===== src/rtl/astx_pkg.sv =====
package astx_pkg;

   typedef enum logic [1:0] {
      FMT_LJ     = 2'd0,
      FMT_LJ_DLY = 2'd1,
      FMT_RJ     = 2'd2,
      FMT_WCK    = 2'd3
   } astx_fmt_e;

   localparam logic CH_LEFT  = 1'b0;
   localparam logic CH_RIGHT = 1'b1;

endpackage


===== src/rtl/astx_sync.sv =====
module astx_sync #(
   parameter int STAGES = 2
) (
   input  logic clk,
   input  logic rst_n,
   input  logic d_in,
   output logic lvl
);

   logic [STAGES-1:0] sh_q;

   generate
      if (STAGES < 2) begin : g_bad_stages
         $error("astx_sync: STAGES must be at least 2");
      end
   endgenerate

   always_ff @(posedge clk or negedge rst_n) begin
      if (!rst_n) sh_q <= '0;
      else        sh_q <= {sh_q[STAGES-2:0], d_in};
   end

   assign lvl = sh_q[STAGES-1];

endmodule


===== src/rtl/astx_framer.sv =====
module astx_framer
   import astx_pkg::*;
#(
   parameter int MAX_W  = 24,
   parameter int RJ_OFS = 16,
   localparam int LEN_W = $clog2(MAX_W + 1),
   localparam int IDX_W = $clog2(MAX_W),
   localparam int CNT_W = $clog2(RJ_OFS + MAX_W + 2)
) (
   input  logic             clk,
   input  logic             rst_n,
   input  logic             launch,
   input  astx_fmt_e        fmt,
   input  logic             lr_lvl,
   input  logic             wck_lvl,
   input  logic [LEN_W-1:0] len_eff,
   output logic             chan_start,
   output logic             chan_nxt,
   output logic             in_word,
   output logic [IDX_W-1:0] bit_idx
);

   logic [CNT_W-1:0] cnt_q, cnt_n, dly, pos;
   logic             lr_q, wck_q, ch_q, start;

   always_comb begin
      unique case (fmt)
         FMT_LJ_DLY: dly = CNT_W'(1);
         FMT_RJ:     dly = CNT_W'(RJ_OFS);
         default:    dly = '0;
      endcase
      start = (fmt == FMT_WCK) ? (wck_lvl & ~wck_q) : (lr_lvl ^ lr_q);
      if (start)       cnt_n = '0;
      else if (&cnt_q) cnt_n = cnt_q;
      else             cnt_n = cnt_q + CNT_W'(1);
      pos        = cnt_n - dly;
      in_word    = launch && (cnt_n >= dly) && (pos < CNT_W'(len_eff));
      bit_idx    = IDX_W'(MAX_W - 1) - pos[IDX_W-1:0];
      chan_start = launch & start;
      chan_nxt   = start ? lr_lvl : ch_q;
   end

   always_ff @(posedge clk or negedge rst_n) begin
      if (!rst_n) begin
         cnt_q <= '1;
         lr_q  <= CH_RIGHT;
         wck_q <= 1'b0;
         ch_q  <= CH_RIGHT;
      end else if (launch) begin
         cnt_q <= cnt_n;
         lr_q  <= lr_lvl;
         wck_q <= wck_lvl;
         ch_q  <= chan_nxt;
      end
   end

endmodule


===== src/rtl/astx_shifter.sv =====
module astx_shifter #(
   parameter int MAX_W  = 24,
   localparam int IDX_W = $clog2(MAX_W)
) (
   input  logic                  clk,
   input  logic                  rst_n,
   input  logic                  load,
   input  logic [1:0][MAX_W-1:0] samp_in,
   input  logic                  frame_start,
   input  logic                  launch,
   input  logic                  in_word,
   input  logic                  chan_sel,
   input  logic [IDX_W-1:0]      bit_idx,
   output logic                  sdata
);

   logic [1:0] ch_bit;

   for (genvar c = 0; c < 2; c++) begin : g_chan
      logic [MAX_W-1:0] hold_q, act_q, src;

      always_ff @(posedge clk or negedge rst_n) begin
         if (!rst_n) begin
            hold_q <= '0;
            act_q  <= '0;
         end else begin
            if (load)        hold_q <= samp_in[c];
            if (frame_start) act_q  <= hold_q;
         end
      end

      assign src       = frame_start ? hold_q : act_q;
      assign ch_bit[c] = src[bit_idx];
   end

   always_ff @(posedge clk or negedge rst_n) begin
      if (!rst_n)      sdata <= 1'b0;
      else if (launch) sdata <= in_word ? ch_bit[chan_sel] : 1'b0;
   end

endmodule


===== src/rtl/audio_ser_tx.sv =====
module audio_ser_tx
   import astx_pkg::*;
#(
   parameter int MAX_W    = 24,
   parameter int MIN_W    = 4,
   parameter int RJ_OFS   = 16,
   parameter int SYNC_STG = 2,
   localparam int LEN_W   = $clog2(MAX_W + 1),
   localparam int IDX_W   = $clog2(MAX_W)
) (
   input  logic             clk,
   input  logic             rst_n,
   input  logic             bit_clk,
   input  logic             lr_clk,
   input  logic             word_clk,
   input  logic             samp_pol,
   input  logic [1:0]       fmt_sel,
   input  logic [LEN_W-1:0] word_len,
   input  logic             load,
   input  logic [MAX_W-1:0] left_in,
   input  logic [MAX_W-1:0] right_in,
   output logic             sdata_out
);

   generate
      if (MIN_W < 1 || MAX_W < MIN_W) begin : g_bad_width
         $error("audio_ser_tx: need 1 <= MIN_W <= MAX_W");
      end
      if (RJ_OFS < 1) begin : g_bad_ofs
         $error("audio_ser_tx: RJ_OFS must be positive");
      end
   endgenerate

   logic             bclk_lvl, bclk_d, lr_lvl, wck_lvl, launch;
   logic             chan_start, chan_nxt, in_word, frame_start;
   logic [IDX_W-1:0] bit_idx;
   logic [LEN_W-1:0] len_eff;

   astx_sync #(.STAGES(SYNC_STG)) u_sync_bclk (
      .clk(clk), .rst_n(rst_n), .d_in(bit_clk), .lvl(bclk_lvl));
   astx_sync #(.STAGES(SYNC_STG)) u_sync_lr (
      .clk(clk), .rst_n(rst_n), .d_in(lr_clk), .lvl(lr_lvl));
   astx_sync #(.STAGES(SYNC_STG)) u_sync_wck (
      .clk(clk), .rst_n(rst_n), .d_in(word_clk), .lvl(wck_lvl));

   always_ff @(posedge clk or negedge rst_n) begin
      if (!rst_n) bclk_d <= 1'b0;
      else        bclk_d <= bclk_lvl;
   end

   // data launches on the edge opposite the receiver's sampling edge
   assign launch = samp_pol ? (bclk_lvl & ~bclk_d) : (~bclk_lvl & bclk_d);

   always_comb begin
      if (word_len < LEN_W'(MIN_W))      len_eff = LEN_W'(MIN_W);
      else if (word_len > LEN_W'(MAX_W)) len_eff = LEN_W'(MAX_W);
      else                               len_eff = word_len;
   end

   astx_framer #(.MAX_W(MAX_W), .RJ_OFS(RJ_OFS)) u_framer (
      .clk(clk), .rst_n(rst_n), .launch(launch),
      .fmt(astx_fmt_e'(fmt_sel)), .lr_lvl(lr_lvl), .wck_lvl(wck_lvl),
      .len_eff(len_eff), .chan_start(chan_start), .chan_nxt(chan_nxt),
      .in_word(in_word), .bit_idx(bit_idx));

   assign frame_start = chan_start & (chan_nxt == CH_LEFT);

   astx_shifter #(.MAX_W(MAX_W)) u_shifter (
      .clk(clk), .rst_n(rst_n), .load(load),
      .samp_in({right_in, left_in}), .frame_start(frame_start),
      .launch(launch), .in_word(in_word), .chan_sel(chan_nxt),
      .bit_idx(bit_idx), .sdata(sdata_out));

endmodule


===== config.mk =====
export PLATFORM = sky130hd
export DESIGN_NAME = audio_ser_tx
export DESIGN_NICKNAME = d
export VERILOG_FILES = /design/src/rtl/astx_pkg.sv /design/src/rtl/astx_sync.sv /design/src/rtl/astx_framer.sv /design/src/rtl/astx_shifter.sv /design/src/rtl/audio_ser_tx.sv
export SDC_FILE = /design/constraint.sdc
export NUM_CORES = 1
export LEC_CHECK = 0
export CORE_MARGIN = 8
export CORE_UTILIZATION = 30
export DETAILED_ROUTE_END_ITERATION = 10
export HOLD_SLACK_MARGIN = 0.1
export PLACE_DENSITY = 0.58
export SLEW_MARGIN = 0
export SYNTH_ARGS = -nofsm -noshare
export SYNTH_HDL_FRONTEND = slang
export SYNTH_SLANG_ARGS = --single-unit

===== constraint.sdc =====
create_clock -name clk -period 11.6 [get_ports clk]
set_input_delay 2.9 -clock clk [delete_from_list [all_inputs] [get_ports clk]]
set_output_delay 2.9 -clock clk [all_outputs]
set_load 0.005 [all_outputs]

==> run_summary.xml <==
<?xml version="1.0" encoding="UTF-8"?>
<metrics>
  <group name="place">
    <metric name="placement.io_buffers" unit="">62</metric>
    <metric name="placement.cell_area" unit="sq um">5990</metric>
    <metric name="hpwlAfterDp" unit="um">8040</metric>
    <metric name="gp_congestion" unit="">0.837</metric>
    <metric name="dp_cells" unit="">711</metric>
  </group>
  <group name="synthesis">
    <metric name="mappedNetlistNets" unit="">509</metric>
    <metric name="yosysUniqueCellTypes" unit="">56</metric>
    <metric name="synth_largest_area_cell" unit="">sky130_fd_sc_hd__dfrtp_1</metric>
    <metric name="synth.yosys.seq_area_share" unit="%">55.0</metric>
    <metric name="yosysWarnings" unit="">0</metric>
    <metric name="top_flip_flop_cell_by_instance_count_after_synthesis" unit="">sky130_fd_sc_hd__dfrtp_1</metric>
    <metric name="ys_top_cells_by_area" unit="">sky130_fd_sc_hd__dfrtp_1, sky130_fd_sc_hd__mux2_2, sky130_fd_sc_hd__nand2_1</metric>
    <metric name="synth-async-reset-ratio" unit="%">100</metric>
    <metric name="synth_seq_cells" unit="">113</metric>
    <metric name="synth.avg_cell_area" unit="sq um">11.7</metric>
    <metric name="post_synth_inst_count" unit="">441</metric>
    <metric name="yosys.area.top_type_share" unit="%">51.0</metric>
    <metric name="yosys-top-cells-count" unit="">sky130_fd_sc_hd__dfrtp_1, sky130_fd_sc_hd__nand2_1, sky130_fd_sc_hd__mux2_2, sky130_fd_sc_hd__a21oi_1, sky130_fd_sc_hd__nor2_1</metric>
    <metric name="mappedNetlistArea" unit="sq um">5150</metric>
    <metric name="synth.most_common_cell" unit="">sky130_fd_sc_hd__dfrtp_1</metric>
    <metric name="synth_edf_count" unit="">0</metric>
  </group>
  <group name="route">
    <metric name="route.detailed.vias_per_inst" unit="">4.74</metric>
    <metric name="detail_route.wirelength" unit="um">11500</metric>
    <metric name="antenna_violating_nets_post_route" unit="">0</metric>
    <metric name="dr.first_iter.drc_count" unit="">289</metric>
    <metric name="first_pass_iters" unit="">5</metric>
    <metric name="detailed_route_via_count" unit="">3516</metric>
    <metric name="wire_per_inst" unit="um">15.5</metric>
    <metric name="post_detailed_route_drc_marker_count" unit="">0</metric>
  </group>
  <group name="power">
    <metric name="power_density" unit="nW/um^2">212</metric>
    <metric name="irDropWorstVdd" unit="mV">0.0986</metric>
    <metric name="cellLeakagePower" unit="nW">2.85</metric>
  </group>
  <group name="outcome">
    <metric name="status" unit="">finished clean</metric>
  </group>
  <group name="floorplanning">
    <metric name="ioPinCount" unit="">63</metric>
    <metric name="dieHeight" unit="um">147</metric>
    <metric name="core.rowCount" unit="">48</metric>
    <metric name="die_area" unit="sq um">21600</metric>
    <metric name="core_region_area" unit="sq um">17100</metric>
    <metric name="initial_utilization" unit="%">30.2</metric>
    <metric name="die_w" unit="um">147</metric>
  </group>
  <group name="finish">
    <metric name="drive_gt1_share" unit="%">25.0</metric>
    <metric name="area_delta_synth_final" unit="%">28.2</metric>
    <metric name="final_cell_count_no_fill" unit="">742</metric>
    <metric name="final_net_count" unit="">573</metric>
    <metric name="finalInstanceArea" unit="sq um">6610</metric>
    <metric name="antenna-diode-count" unit="">0</metric>
  </group>
  <group name="global_routing">
    <metric name="antenna_found_initial" unit="">0</metric>
    <metric name="maximum_number_of_pins_on_one_net_before_global_route_repair" unit="">65</metric>
    <metric name="grt_use_total" unit="%">11.3</metric>
    <metric name="first_global_vias" unit="">3796</metric>
    <metric name="grt_pass1_wl" unit="um">19600</metric>
    <metric name="globalRoute.totalOverflow" unit="">0</metric>
  </group>
  <group name="worst_setup_path">
    <metric name="critPathCaptureType" unit="">register</metric>
    <metric name="timing.critical_path.fanout_max" unit="">13</metric>
    <metric name="cp-start-kind" unit="">input pin</metric>
    <metric name="timing.setup.critical_path_class" unit="">in2reg</metric>
    <metric name="worstPathRequired" unit="ns">11.91</metric>
    <metric name="cp_data_arrival_time" unit="ns">7.35</metric>
  </group>
  <group name="cts">
    <metric name="cts_hold_repair.buffers" unit="">0</metric>
    <metric name="clock_sink_count" unit="">113</metric>
    <metric name="clkTransAtPathRegs" unit="ns">0.05</metric>
    <metric name="deepest_level_of_the_cts_h_tree" unit="">4</metric>
    <metric name="tritoncts.num_buffers" unit="">17</metric>
    <metric name="clock_latency" unit="ns">0.41</metric>
    <metric name="cts-root-buf" unit="">sky130_fd_sc_hd__clkbuf_16</metric>
    <metric name="clock_tree_from_tritoncts" unit="">yes</metric>
    <metric name="post_cts_resize_count" unit="">0</metric>
    <metric name="cts-root-to-sink-buffers" unit="">2</metric>
    <metric name="post-cts-setup-buffer-count" unit="">0</metric>
  </group>
  <group name="timing">
    <metric name="grt_setup_unrepaired" unit="">no</metric>
    <metric name="fin_skew" unit="ns">0.00510</metric>
    <metric name="tns" unit="ns">0</metric>
    <metric name="layout_worst_path_cycle_share" unit="%">60.7</metric>
    <metric name="hold_violations" unit="">0</metric>
    <metric name="drv_slew" unit="">0</metric>
    <metric name="timing.max_slew.rel_slack" unit="%">30.2</metric>
    <metric name="max_slew.worst_pin.slew" unit="ns">1.05</metric>
    <metric name="fmax" unit="MHz">142</metric>
    <metric name="final-setup-viol-count" unit="">0</metric>
    <metric name="shortest_clock_period_the_worst_path_allows_after_layout" unit="ns">7.04</metric>
  </group>
  <group name="job">
    <metric name="number_of_maximum_capacitance_constraint_violations" unit="">0</metric>
  </group>
  <group name="worst_hold_path">
    <metric name="holdCritPathClass" unit="">reg2reg</metric>
  </group>
</metrics>
==> registers in the layout (all words and copies together), names as in the netlist, 2 cells and up <==
name                     count
u_shifter.g_chan.act_q      48
u_shifter.g_chan.hold_q     48
u_framer.cnt_q               6
u_sync_bclk.sh_q             2
u_sync_lr.sh_q               2
u_sync_wck.sh_q              2
==> path summary, 6_finish.rpt <==
path / start / endpoint / slack [ns] / depth (start not counted)
max: fmt_sel[1] / u_shifter.sdata / 4.56 / 14
min: u_sync_wck.sh_q[0] / u_sync_wck.sh_q[1] / 0.35 / 0
max reg2reg: u_framer.cnt_q[0] / u_shifter.sdata / 6.56 / 15
min reg2reg: u_sync_wck.sh_q[0] / u_sync_wck.sh_q[1] / 0.35 / 0
max in group asynchronous: rst_n / u_shifter.g_chan[0].hold_q[8] / 7.83 / 2
min in group asynchronous: rst_n / u_shifter.g_chan[1].hold_q[21] / 2.52 / 1
==> final cells by class <==
class / instances / area, sq um
Multi-Input combinational cell: 301 / 2200
Timing Repair Buffer: 65 / 636
Inverter: 7 / 26.3
Fill cell: 1671 / 10400
Tap cell: 225 / 282
Sequential cell: 113 / 2840
Clock inverter: 9 / 129
Clock buffer: 22 / 494
==> critical path: stages <==
cell and delay, ns:
sky130_fd_sc_hd__clkdlybuf4s50_1 0.44, sky130_fd_sc_hd__nand2_1 0.14, sky130_fd_sc_hd__mux2i_2 0.48, sky130_fd_sc_hd__nand2_1 0.14
sky130_fd_sc_hd__ha_1 0.30, sky130_fd_sc_hd__xnor2_1 0.79, sky130_fd_sc_hd__inv_1 0.50, sky130_fd_sc_hd__ha_1 0.43
sky130_fd_sc_hd__a211oi_1 0.20, sky130_fd_sc_hd__nor2_1 0.08, sky130_fd_sc_hd__maj3_1 0.34, sky130_fd_sc_hd__a22o_1 0.21
sky130_fd_sc_hd__nand4b_1 0.17, sky130_fd_sc_hd__o311ai_1 0.22
==> logic make-up (layout without fill, tap and decap cells) <==
family                   count (synthesis)  after routing  share of synthesized area, %
adder cells (fa/ha/maj)                  7              7                          1.65
XOR/XNOR                                 7              7                          1.34
flip-flops                             113            113                          55.0
AO/OA/AOI/OAI                           50             50                          6.58
multiplexers                            87             87                          20.3
AND/OR/NAND/NOR                        150            150                          12.8
buffers and inverters                   27            103                          2.28
==> per-layer routing <==
metal	up-vias	track usage, %	wire [um]
met2	97	16.9	5270
met1	1727	14.4	5420
li1	1665	-	-
met4	0	6.73	410
met3	27	2.92	430
met5	-	0	0
==> placed cells by master (no fill, tap or decap), types with 4 or more instances in the layout <==
| cell type | netlist | final |
|---|---|---|
| sky130_fd_sc_hd__a21oi_1 | 16 | 16 |
| sky130_fd_sc_hd__inv_1 | 7 | 7 |
| sky130_fd_sc_hd__dfstp_2 | 8 | 8 |
| sky130_fd_sc_hd__ha_1 | 6 | 6 |
| sky130_fd_sc_hd__clkdlybuf4s50_1 | 0 | 60 |
| sky130_fd_sc_hd__o21a_1 | 4 | 4 |
| sky130_fd_sc_hd__clkbuf_8 | 0 | 5 |
| sky130_fd_sc_hd__mux4_2 | 6 | 6 |
| sky130_fd_sc_hd__nor2_1 | 15 | 15 |
| sky130_fd_sc_hd__xnor2_1 | 5 | 5 |
| sky130_fd_sc_hd__nand3_1 | 8 | 8 |
| sky130_fd_sc_hd__nand2_1 | 98 | 98 |
| sky130_fd_sc_hd__mux2_2 | 71 | 71 |
| sky130_fd_sc_hd__nand2b_1 | 4 | 4 |
| sky130_fd_sc_hd__nor3_1 | 6 | 5 |
| sky130_fd_sc_hd__buf_4 | 0 | 4 |
| sky130_fd_sc_hd__mux2i_1 | 7 | 7 |
| sky130_fd_sc_hd__dfrtp_1 | 105 | 105 |
| sky130_fd_sc_hd__clkbuf_16 | 0 | 17 |
| sky130_fd_sc_hd__o21ai_0 | 7 | 7 |
==> metrics by stage <==
| step | power [mW] | hold slack, ns | utilization [%] | setup WS, ns |
|---|---|---|---|---|
| 6_report | 1.40 | 0.352 | 38.7 | 4.56 |
| 5_1_grt | 1.48 | 0.356 | 38.7 | 4.31 |
| 4_1_cts | 1.42 | 0.352 | 38.7 | 4.53 |
| 3_5_place_dp | 0.869 | 0.342 | 35.1 | 4.12 |
| 3_3_place_gp | 0.857 | 0.337 | 35.1 | 4.33 |
| 2_1_floorplan | 0.766 | 0.331 | - | 5.41 |
==> report_power, final <==
part	switching, mW	leakage (nW)	internal, mW
clock network	0.176	0.304	0.364
registers	0.0376	1.34	0.492
logic	0.171	1.20	0.162
Power figures use the tool's default switching activity.
